--- src/rtl/cgl_pkg.sv ---
package cgl_pkg;
  localparam int PROB_W_DEF = 9;
  localparam int CONF_W_DEF = 16;
  localparam int VEC_LEN_DEF = 32;
  localparam int NBR_DEF = 2;

  // an entry is settled when it sits at either end of the probability range
  function automatic logic entry_at_rail(input logic [PROB_W_DEF-1:0] p);
    return (p == '0) || (p == PROB_W_DEF'(256));
  endfunction
endpackage

--- src/rtl/cgl_nbr_slot.sv ---
module cgl_nbr_slot #(
  parameter int CONF_W = 16,
  parameter int VEC_W  = 288
) (
  input  logic              clk,
  input  logic              rst,
  input  logic              strobe,
  input  logic              accept_en,
  input  logic              consume,
  input  logic [CONF_W-1:0] conf_in,
  input  logic [VEC_W-1:0]  vec_in,
  output logic              pend,
  output logic [CONF_W-1:0] conf_q,
  output logic [VEC_W-1:0]  vec_q
);
  logic capture;
  assign capture = strobe & accept_en;

  // a fresh report beats the clear of an older one
  always_ff @(posedge clk) begin
    if (rst) begin
      pend <= 1'b0;
    end else if (capture) begin
      pend <= 1'b1;
    end else if (consume) begin
      pend <= 1'b0;
    end
  end

  // payload registers carry no reset so they map onto plain fabric flops
  always_ff @(posedge clk) begin
    if (capture) begin
      conf_q <= conf_in;
      vec_q  <= vec_in;
    end
  end
endmodule

--- src/rtl/cgl_argmax.sv ---
module cgl_argmax #(
  parameter int NBR    = 2,
  parameter int CONF_W = 16,
  localparam int IDX_W = (NBR > 1) ? $clog2(NBR) : 1
) (
  input  logic [NBR-1:0]        pend,
  input  logic [NBR*CONF_W-1:0] conf_flat,
  output logic                  any,
  output logic [IDX_W-1:0]      win_idx
);
  always_comb begin
    logic [CONF_W-1:0] best;
    any     = 1'b0;
    win_idx = '0;
    best    = '0;
    for (int i = 0; i < NBR; i++) begin
      // strict compare keeps the lower index on a tie
      if (pend[i] && (!any || (conf_flat[i*CONF_W +: CONF_W] > best))) begin
        any     = 1'b1;
        win_idx = IDX_W'(i);
        best    = conf_flat[i*CONF_W +: CONF_W];
      end
    end
  end
endmodule

--- src/rtl/cgl_settle_chk.sv ---
module cgl_settle_chk
  import cgl_pkg::*;
#(
  parameter int VEC_LEN = 32,
  parameter int PROB_W  = 9,
  localparam int VEC_W  = VEC_LEN * PROB_W
) (
  input  logic [VEC_W-1:0] vec,
  output logic             settled
);
  logic [VEC_LEN-1:0] at_rail;

  for (genvar j = 0; j < VEC_LEN; j++) begin : g_entry
    assign at_rail[j] = (vec[j*PROB_W +: PROB_W] == '0) ||
                        (vec[j*PROB_W +: PROB_W] == PROB_W'(256));
  end

  assign settled = &at_rail;
endmodule

--- src/rtl/cga_group_leader.sv ---
module cga_group_leader
  import cgl_pkg::*;
#(
  parameter int NBR       = NBR_DEF,
  parameter int CONF_W    = CONF_W_DEF,
  parameter int VEC_LEN   = VEC_LEN_DEF,
  parameter int PROB_W    = PROB_W_DEF,
  parameter int INIT_PROB = 128,
  localparam int VEC_W    = VEC_LEN * PROB_W,
  localparam int IDX_W    = (NBR > 1) ? $clog2(NBR) : 1
) (
  input  logic                  clk,
  input  logic                  rst,
  input  logic [NBR-1:0]        nbr_valid,
  input  logic [NBR*CONF_W-1:0] nbr_conf,
  input  logic [NBR*VEC_W-1:0]  nbr_vec,
  output logic [VEC_W-1:0]      bcast_vec,
  output logic                  bcast_load,
  output logic                  done
);
  localparam logic [VEC_W-1:0] INIT_VEC = {VEC_LEN{PROB_W'(INIT_PROB)}};

  logic [NBR-1:0]        pend;
  logic [NBR*CONF_W-1:0] conf_held;
  logic [VEC_W-1:0]      vec_held [NBR];
  logic                  any_pend;
  logic [IDX_W-1:0]      win_idx;
  logic [VEC_W-1:0]      win_vec;
  logic                  win_settled;
  logic                  take;

  assign take = any_pend & ~done;

  for (genvar i = 0; i < NBR; i++) begin : g_slot
    cgl_nbr_slot #(
      .CONF_W(CONF_W),
      .VEC_W (VEC_W)
    ) u_slot (
      .clk      (clk),
      .rst      (rst),
      .strobe   (nbr_valid[i]),
      .accept_en(~done),
      .consume  (take),
      .conf_in  (nbr_conf[i*CONF_W +: CONF_W]),
      .vec_in   (nbr_vec[i*VEC_W +: VEC_W]),
      .pend     (pend[i]),
      .conf_q   (conf_held[i*CONF_W +: CONF_W]),
      .vec_q    (vec_held[i])
    );
  end

  cgl_argmax #(
    .NBR   (NBR),
    .CONF_W(CONF_W)
  ) u_argmax (
    .pend     (pend),
    .conf_flat(conf_held),
    .any      (any_pend),
    .win_idx  (win_idx)
  );

  assign win_vec = vec_held[win_idx];

  cgl_settle_chk #(
    .VEC_LEN(VEC_LEN),
    .PROB_W (PROB_W)
  ) u_settle (
    .vec    (win_vec),
    .settled(win_settled)
  );

  always_ff @(posedge clk) begin
    if (rst) begin
      bcast_vec  <= INIT_VEC;
      bcast_load <= 1'b0;
      done       <= 1'b0;
    end else begin
      bcast_load <= take;
      if (take) begin
        bcast_vec <= win_vec;
        if (win_settled) begin
          done <= 1'b1;
        end
      end
    end
  end
endmodule

--- config.mk ---
export PLATFORM = sky130hd
export DESIGN_NAME = cga_group_leader
export DESIGN_NICKNAME = d
export VERILOG_FILES = /design/src/rtl/cgl_pkg.sv /design/src/rtl/cgl_nbr_slot.sv /design/src/rtl/cgl_argmax.sv /design/src/rtl/cgl_settle_chk.sv /design/src/rtl/cga_group_leader.sv
export SDC_FILE = /design/constraint.sdc
export NUM_CORES = 1
export LEC_CHECK = 0
export BUFFER_PORTS_ARGS = -buffer_cell sky130_fd_sc_hd__buf_4
export CAP_MARGIN = 25
export CORE_AREA = 10 10 342 344
export CTS_CLUSTER_DIAMETER = 80
export CTS_CLUSTER_SIZE = 25
export DETAILED_ROUTE_END_ITERATION = 6
export DIE_AREA = 0 0 352 354
export PLACE_DENSITY_LB_ADDON = 0.12
export RECOVER_POWER = 50
export SYNTH_ARGS = -nofsm -noshare
export SYNTH_HDL_FRONTEND = slang
export SYNTH_SLANG_ARGS = --single-unit
--- constraint.sdc ---
create_clock -name clk -period 21.7 [get_ports clk]
set_input_delay 2.17 -clock clk [delete_from_list [all_inputs] [get_ports clk]]
set_output_delay 2.17 -clock clk [all_outputs]
set_load 0.02 [all_outputs]
Word-level counts from Yosys, hierarchy flattened
Cells that the tools add are included.
{ "op_classes": {"magnitude_cmp": 2, "n_eq_ne": 32, "muxes": 10, "bitwise": 5, "n_reduce_logical": 70} }
{ "ops": {"columns": ["cell", "n"], "rows": [
  ["2-to-1 mux 288 bit", 3],
  ["== test 9 bit (second input constant)", 32],
  ["logical NOT 9 bit", 32],
  ["logical OR 1 bit", 33],
  ["AND reduction 33 bit", 1],
  ["> comparator 16 bit", 1],
  ["2-to-1 mux 16 bit", 1],
  ["2-to-1 mux 1 bit", 6],
  ["nonzero test 2 bit", 2],
  ["AND 1 bit", 3],
  ["greater-or-equal comparator 2 bit (second input constant)", 1],
  ["inverter 1 -> 2 bit", 1],
  ["logical AND 1 bit", 1],
  ["logical NOT 1 bit", 1],
  ["inverter 1 bit", 1]
]} }
{ "word_totals": {"ff_bits": 900, "inputBits": 612, "out_inout_bits": 290, "elab_cells": 128} }

Logic depth before layout (Yosys ltp)
{ "logic_depth": {"ltp_word": 12, "mapped_depth": 13, "mapped_depth_nobuf": 8} }

Modules after synthesis
From an unflattened synthesis, not the netlist that was laid out.
{ "unflattened": {"hier_cells": 2343, "hier_area_um2": 35793.1} }
{ "by_module_without_submodules": {"columns": ["mod", "instances", "cells_per_inst", "area_each_um2", "seq_area_each_um2"], "rows": [
  ["cgl_nbr_slot", 2, 309, 9171.3, 9148.8],
  ["cga_group_leader", 1, 1579, 16469.5, 5805.6],
  ["cgl_settle_chk", 1, 85, 546.8, 0.0],
  ["cgl_argmax", 1, 61, 434.2, 0.0]
]} }

Least setup slack after synthesis
Ideal clock, no wire load.
{ "synth_path": {"path_type": "input-to-reg", "from": "input port nbr_valid[0]", "to": "register g_slot[0].u_slot.conf_q[0], enable pin", "setup_time_ps": 1006, "arrival_ps": 15267, "t_required_ps": 20694, "path_slack_ps": 5427, "path_stages": 1, "path_buffers": 0, "cell_sequence": "nor2b_1"} }
{ "synth_between": {"elab_chain_cells": 1} }
{ "synth_lines": {"columns": ["element", "line", "text"], "rows": [
  ["start: declaration", "cga_group_leader.sv:14", "input logic [NBR-1:0] nbr_valid,"],
  ["AND 1 bit", "cgl_nbr_slot.sv:17", "assign capture = strobe & accept_en;"],
  ["end signal: assignment", "cgl_nbr_slot.sv:33", "conf_q <= conf_in;"],
  ["end: declaration", "cgl_nbr_slot.sv:13", "output logic [CONF_W-1:0] conf_q,"]
]} }
No other way between the ends.
A chain may end at the register's enable or synchronous reset.

Worst setup path in the final report
{ "layout_path": {"from": "input port nbr_valid[1]", "to": "register g_slot[1].u_slot.vec_q[152], enable pin"} }
{ "layout_between": {"elab_chain_cells": 1} }
{ "layout_lines": {"columns": ["element", "line", "text"], "rows": [
  ["AND 1 bit", "cgl_nbr_slot.sv:17", null],
  ["via g_slot[1].u_slot.capture", "cgl_nbr_slot.sv:16", "logic capture;"],
  ["end signal: assignment", "cgl_nbr_slot.sv:34", "vec_q <= vec_in;"],
  ["end: declaration", "cgl_nbr_slot.sv:14", "output logic [VEC_W-1:0] vec_q"]
]} }
The timed path passes the listed nets, and every way through them passes these cells.

==> flow_summary_export.csv <==
group,metric,value,unit
run_status,status,"finished with violations",
run_status,violations,"capacitance limit, slew limit",
global_routing,grt.busiest_layer,"met2",
detailed_routing,routedWlPerCell,28.8,um
cells_and_area,layout-drive-gt1-share,28.2,%
placed_design,dpl.hpwl,105000,um
placed_design,port_buffers,901,
synthesis,syn_avg_cell_area,13.5,um^2
worst_setup_path,cp.arrival,10690,ps
pwr,internal_power,2.64,mW
die,start_util,30.3,%
sta,clock_skew,35.9,ps
worst_setup_path,cp_top_family,"buffers and inverters",
pwr,pwr-share-comb,12.4,%
global_routing,grt_pass1_vias,24900,
job,maxCapViolCount,3,
global_routing,grt_overflow,0,
cts,postCtsSetupBuffers,0,
synthesis,yosys-top-cells-area,"edfxtp_1, dfxtp_1, a311oi_2, nand2_1, nor2_1",
cts,htree_levels,2,
sta,post-route-period-util,49.2,%
worst_setup_path,startpoint,"nbr_valid[1]",
global_routing,grt_pass1_wl,191000,um
cts,ctsHoldBuffers,0,
global_routing,grt_max_degree,171,
cells_and_area,area_growth,27.2,%
worst_setup_path,crit_slowest_cell,"clkbuf_1",
cts,cts.sinks,900,
pwr,irDropWorstVdd,58.8,uV
sta,relSlewSlack,-461,%
synthesis,ys_seq_area_share,72.2,%
worst_setup_path,crit_buf_inv,3,
sta,layout_setup_ws,11030,ps
die,core,0.110,mm^2
synthesis,yosysTopAreaCell,"edfxtp_1",
worst_setup_path,crit_path_end_kind,"flop",
sta,rsz0062_at_grt,"no",
detailed_routing,viasPerCell,4.96,
worst_hold_path,hold_path.class,"reg -> reg",
detailed_routing,drt_wl_total,140000,um
detailed_routing,vias,24100,
pwr,switching_share,27.4,%
sta,slew_violations,244,
cts,cts_tree,"done",
synthesis,yosysWarnings,0,
sta,worst_pin_slew,8410,ps
pwr,powerDensity,85.8,mW/mm^2
die,dieArea,0.125,mm^2
synthesis,netlist.area_leader.share,54.7,%
worst_setup_path,crit_required,21720,ps
worst_setup_path,critical_path_class,"in -> reg",
worst_setup_path,crit_fanout,133,
cts,clk_latency,690,ps
sta,min_period,10670,ps
worst_setup_path,crit_chain,"clkbuf_4 > nor2b_1 > clkbuf_1 > clkbuf_1",
cts,clk_pin_slew,90,ps
die,die_h,354,um
detailed_routing,ant_nets,0,
cts,cts_inserted_buffers,51,
pwr,total_power,3.64,mW
global_routing,track_usage,21.4,%
cts,cts_root_buf,"clkbuf_16",
sta,tns,0,ps
cts,cts_buffer_depth,3,
worst_setup_path,r2r-start,"done$_SDFFE_PP0P_",
synthesis,synth_area,0.0334,mm^2
cells_and_area,final_util,38.6,%
sta,setup_viol,0,
detailed_routing,drtIter0Drc,1718,
pwr,clkPwrFrac,31.9,%
detailed_routing,dr.pass1.iters,5,
worst_setup_path,cp_common_cell,"clkbuf_1",
synthesis,ys_seq_elements,900,
synthesis,yosysUniqueCellTypes,34,
global_routing,use_met3,6.45,%
pwr,p_sw,0.997,mW
sta,hold_viol_final,0,
global_routing,antenna_found_initial,58,
synthesis,synth_cells,2469,
synthesis,synth_nets,3097,
sta,max_freq,0.0937,GHz
global_routing,grt_use_met1,23.7,%
placed_design,routabilityCongestion,0.878,
die,rows,122,
detailed_routing,post-route-drc-count,0,
worst_hold_path,worstHoldStart,"bcast_vec[162]$_SDFFE_PP0P_",
pwr,p_seq_share,55.7,%
global_routing,grtUsageMet2,37.6,%
cells_and_area,nets,3928,
worst_setup_path,max_stage_delay,5980,ps
die,fp.dieW,352,um
worst_setup_path,startpoint_type,"primary input",
die,ios,902,
pwr,power_leakage,15.3,nW
placed_design,dp_slack,16490,ps
cts,cts_resized,0,
## cell type report
cell class,count,area (um^2)
Multi-Input combinational cell,1405,8470
Fill cell,10700,67600
Clock buffer,66,1410
Inverter,3,11.3
Tap cell,1488,1860
Clock inverter,29,397
Sequential cell,900,24100
Antenna cell,32,80.1
Timing Repair Buffer,939,6110
## state kept, by name, indices dropped and copies added (netlist names)
signal                cells
g_slot.u_slot.vec_q     576
bcast_vec               288
g_slot.u_slot.conf_q     32
g_slot.u_slot.pend        2
bcast_load                1
done                      1
## logic make-up (layout without fill, tap and decap cells)
| group | count (synthesis) | after routing | share of synthesized area (%) |
|---|---|---|---|
| simple gates | 1083 | 1083 | 13.7 |
| flops | 900 | 900 | 72.2 |
| compound gates | 306 | 306 | 11.0 |
| buf+inv | 164 | 1037 | 2.49 |
| fa+ha+maj | 16 | 16 | 0.600 |
| other cells | 0 | 32 | 0 |
## Yosys cell counts (all sizes together)
cell type / number
buf: 59
a211o: 1
edfxtp: 608
dfxtp: 292
or4: 4
a21boi: 2
nor2b: 3
nor4: 127
a21oi: 8
o31ai: 1
nand3: 7
inv: 3
o21ai: 2
nor3: 39
and2: 2
a31oi: 33
or3: 2
a311oi: 256
and4: 1
o31a: 1
nand4: 30
o2bb2ai: 1
nand2: 601
clkbuf: 102
o21a: 1
ha: 16
nor2: 267
## worst paths after layout
path | endpoint | slack, ps | cells past startpoint
max | g_slot[1].u_slot.vec_q[152]$_DFFE_PP_ | 11030 | 4
max reg2reg | g_slot[1].u_slot.vec_q[152]$_DFFE_PP_ | 12130 | 3
min | bcast_vec[162]$_SDFFE_PP0P_ | 500 | 2
min reg2reg | bcast_vec[162]$_SDFFE_PP0P_ | 500 | 2
## per-stage QoR
step | hold slack (ps) | cell area (um^2) | std cells
final | 503 | 42400 | 4862
after floorplan | 474 | 33400 | 2469
after CTS | 507 | 43400 | 4828
after global placement | 489 | 41500 | 4728
after detailed placement | 493 | 41600 | 4733
after global routing | 533 | 42400 | 4854
## layer usage
| layer | wire [um] | vias to the layer above |
|---|---|---|
| li1 | - | 10900 |
| met5 | 294 | - |
| met4 | 5360 | 46 |
| met1 | 52000 | 12000 |
| met2 | 71100 | 935 |
| met3 | 11200 | 207 |
## layout by cell type (no fill, tap or decap), types with 4 or more instances in the layout
cell type / count
a21oi_1: 8
a311oi_1: 79
a311oi_2: 177
a31oi_1: 33
buf_12: 5
buf_2: 6
buf_4: 142
clkbuf_1: 277
clkbuf_16: 52
clkbuf_4: 515
clkbuf_8: 6
clkinvlp_4: 5
dfxtp_1: 292
diode_2: 32
edfxtp_1: 608
ha_1: 16
inv_12: 5
inv_6: 5
nand2_1: 601
nand3_1: 7
nand4_1: 30
nor2_1: 266
nor3_1: 38
nor4_1: 124
or4_1: 4
## power groups by stage
stage / sequential [mW] / clock, mW / combinational [mW]
6_report: 2.03 / 1.16 / 0.451
5_1_grt: 2.04 / 1.25 / 0.485
3_5_place_dp: 2.07 / 0 / 0.493
2_1_floorplan: 2.12 / 0 / 0.181
3_3_place_gp: 2.06 / 0 / 0.487
4_1_cts: 2.03 / 1.20 / 0.494
## worst min-delay path, delay by kind of cell (launching register included)
kind / cells / cell delay (ps)
DFF: 1 / 320
AOI/OAI and AO/OA: 1 / 50
and+or+nand+nor: 1 / 90
No activity file was read; power rests on OpenSTA's default activity.
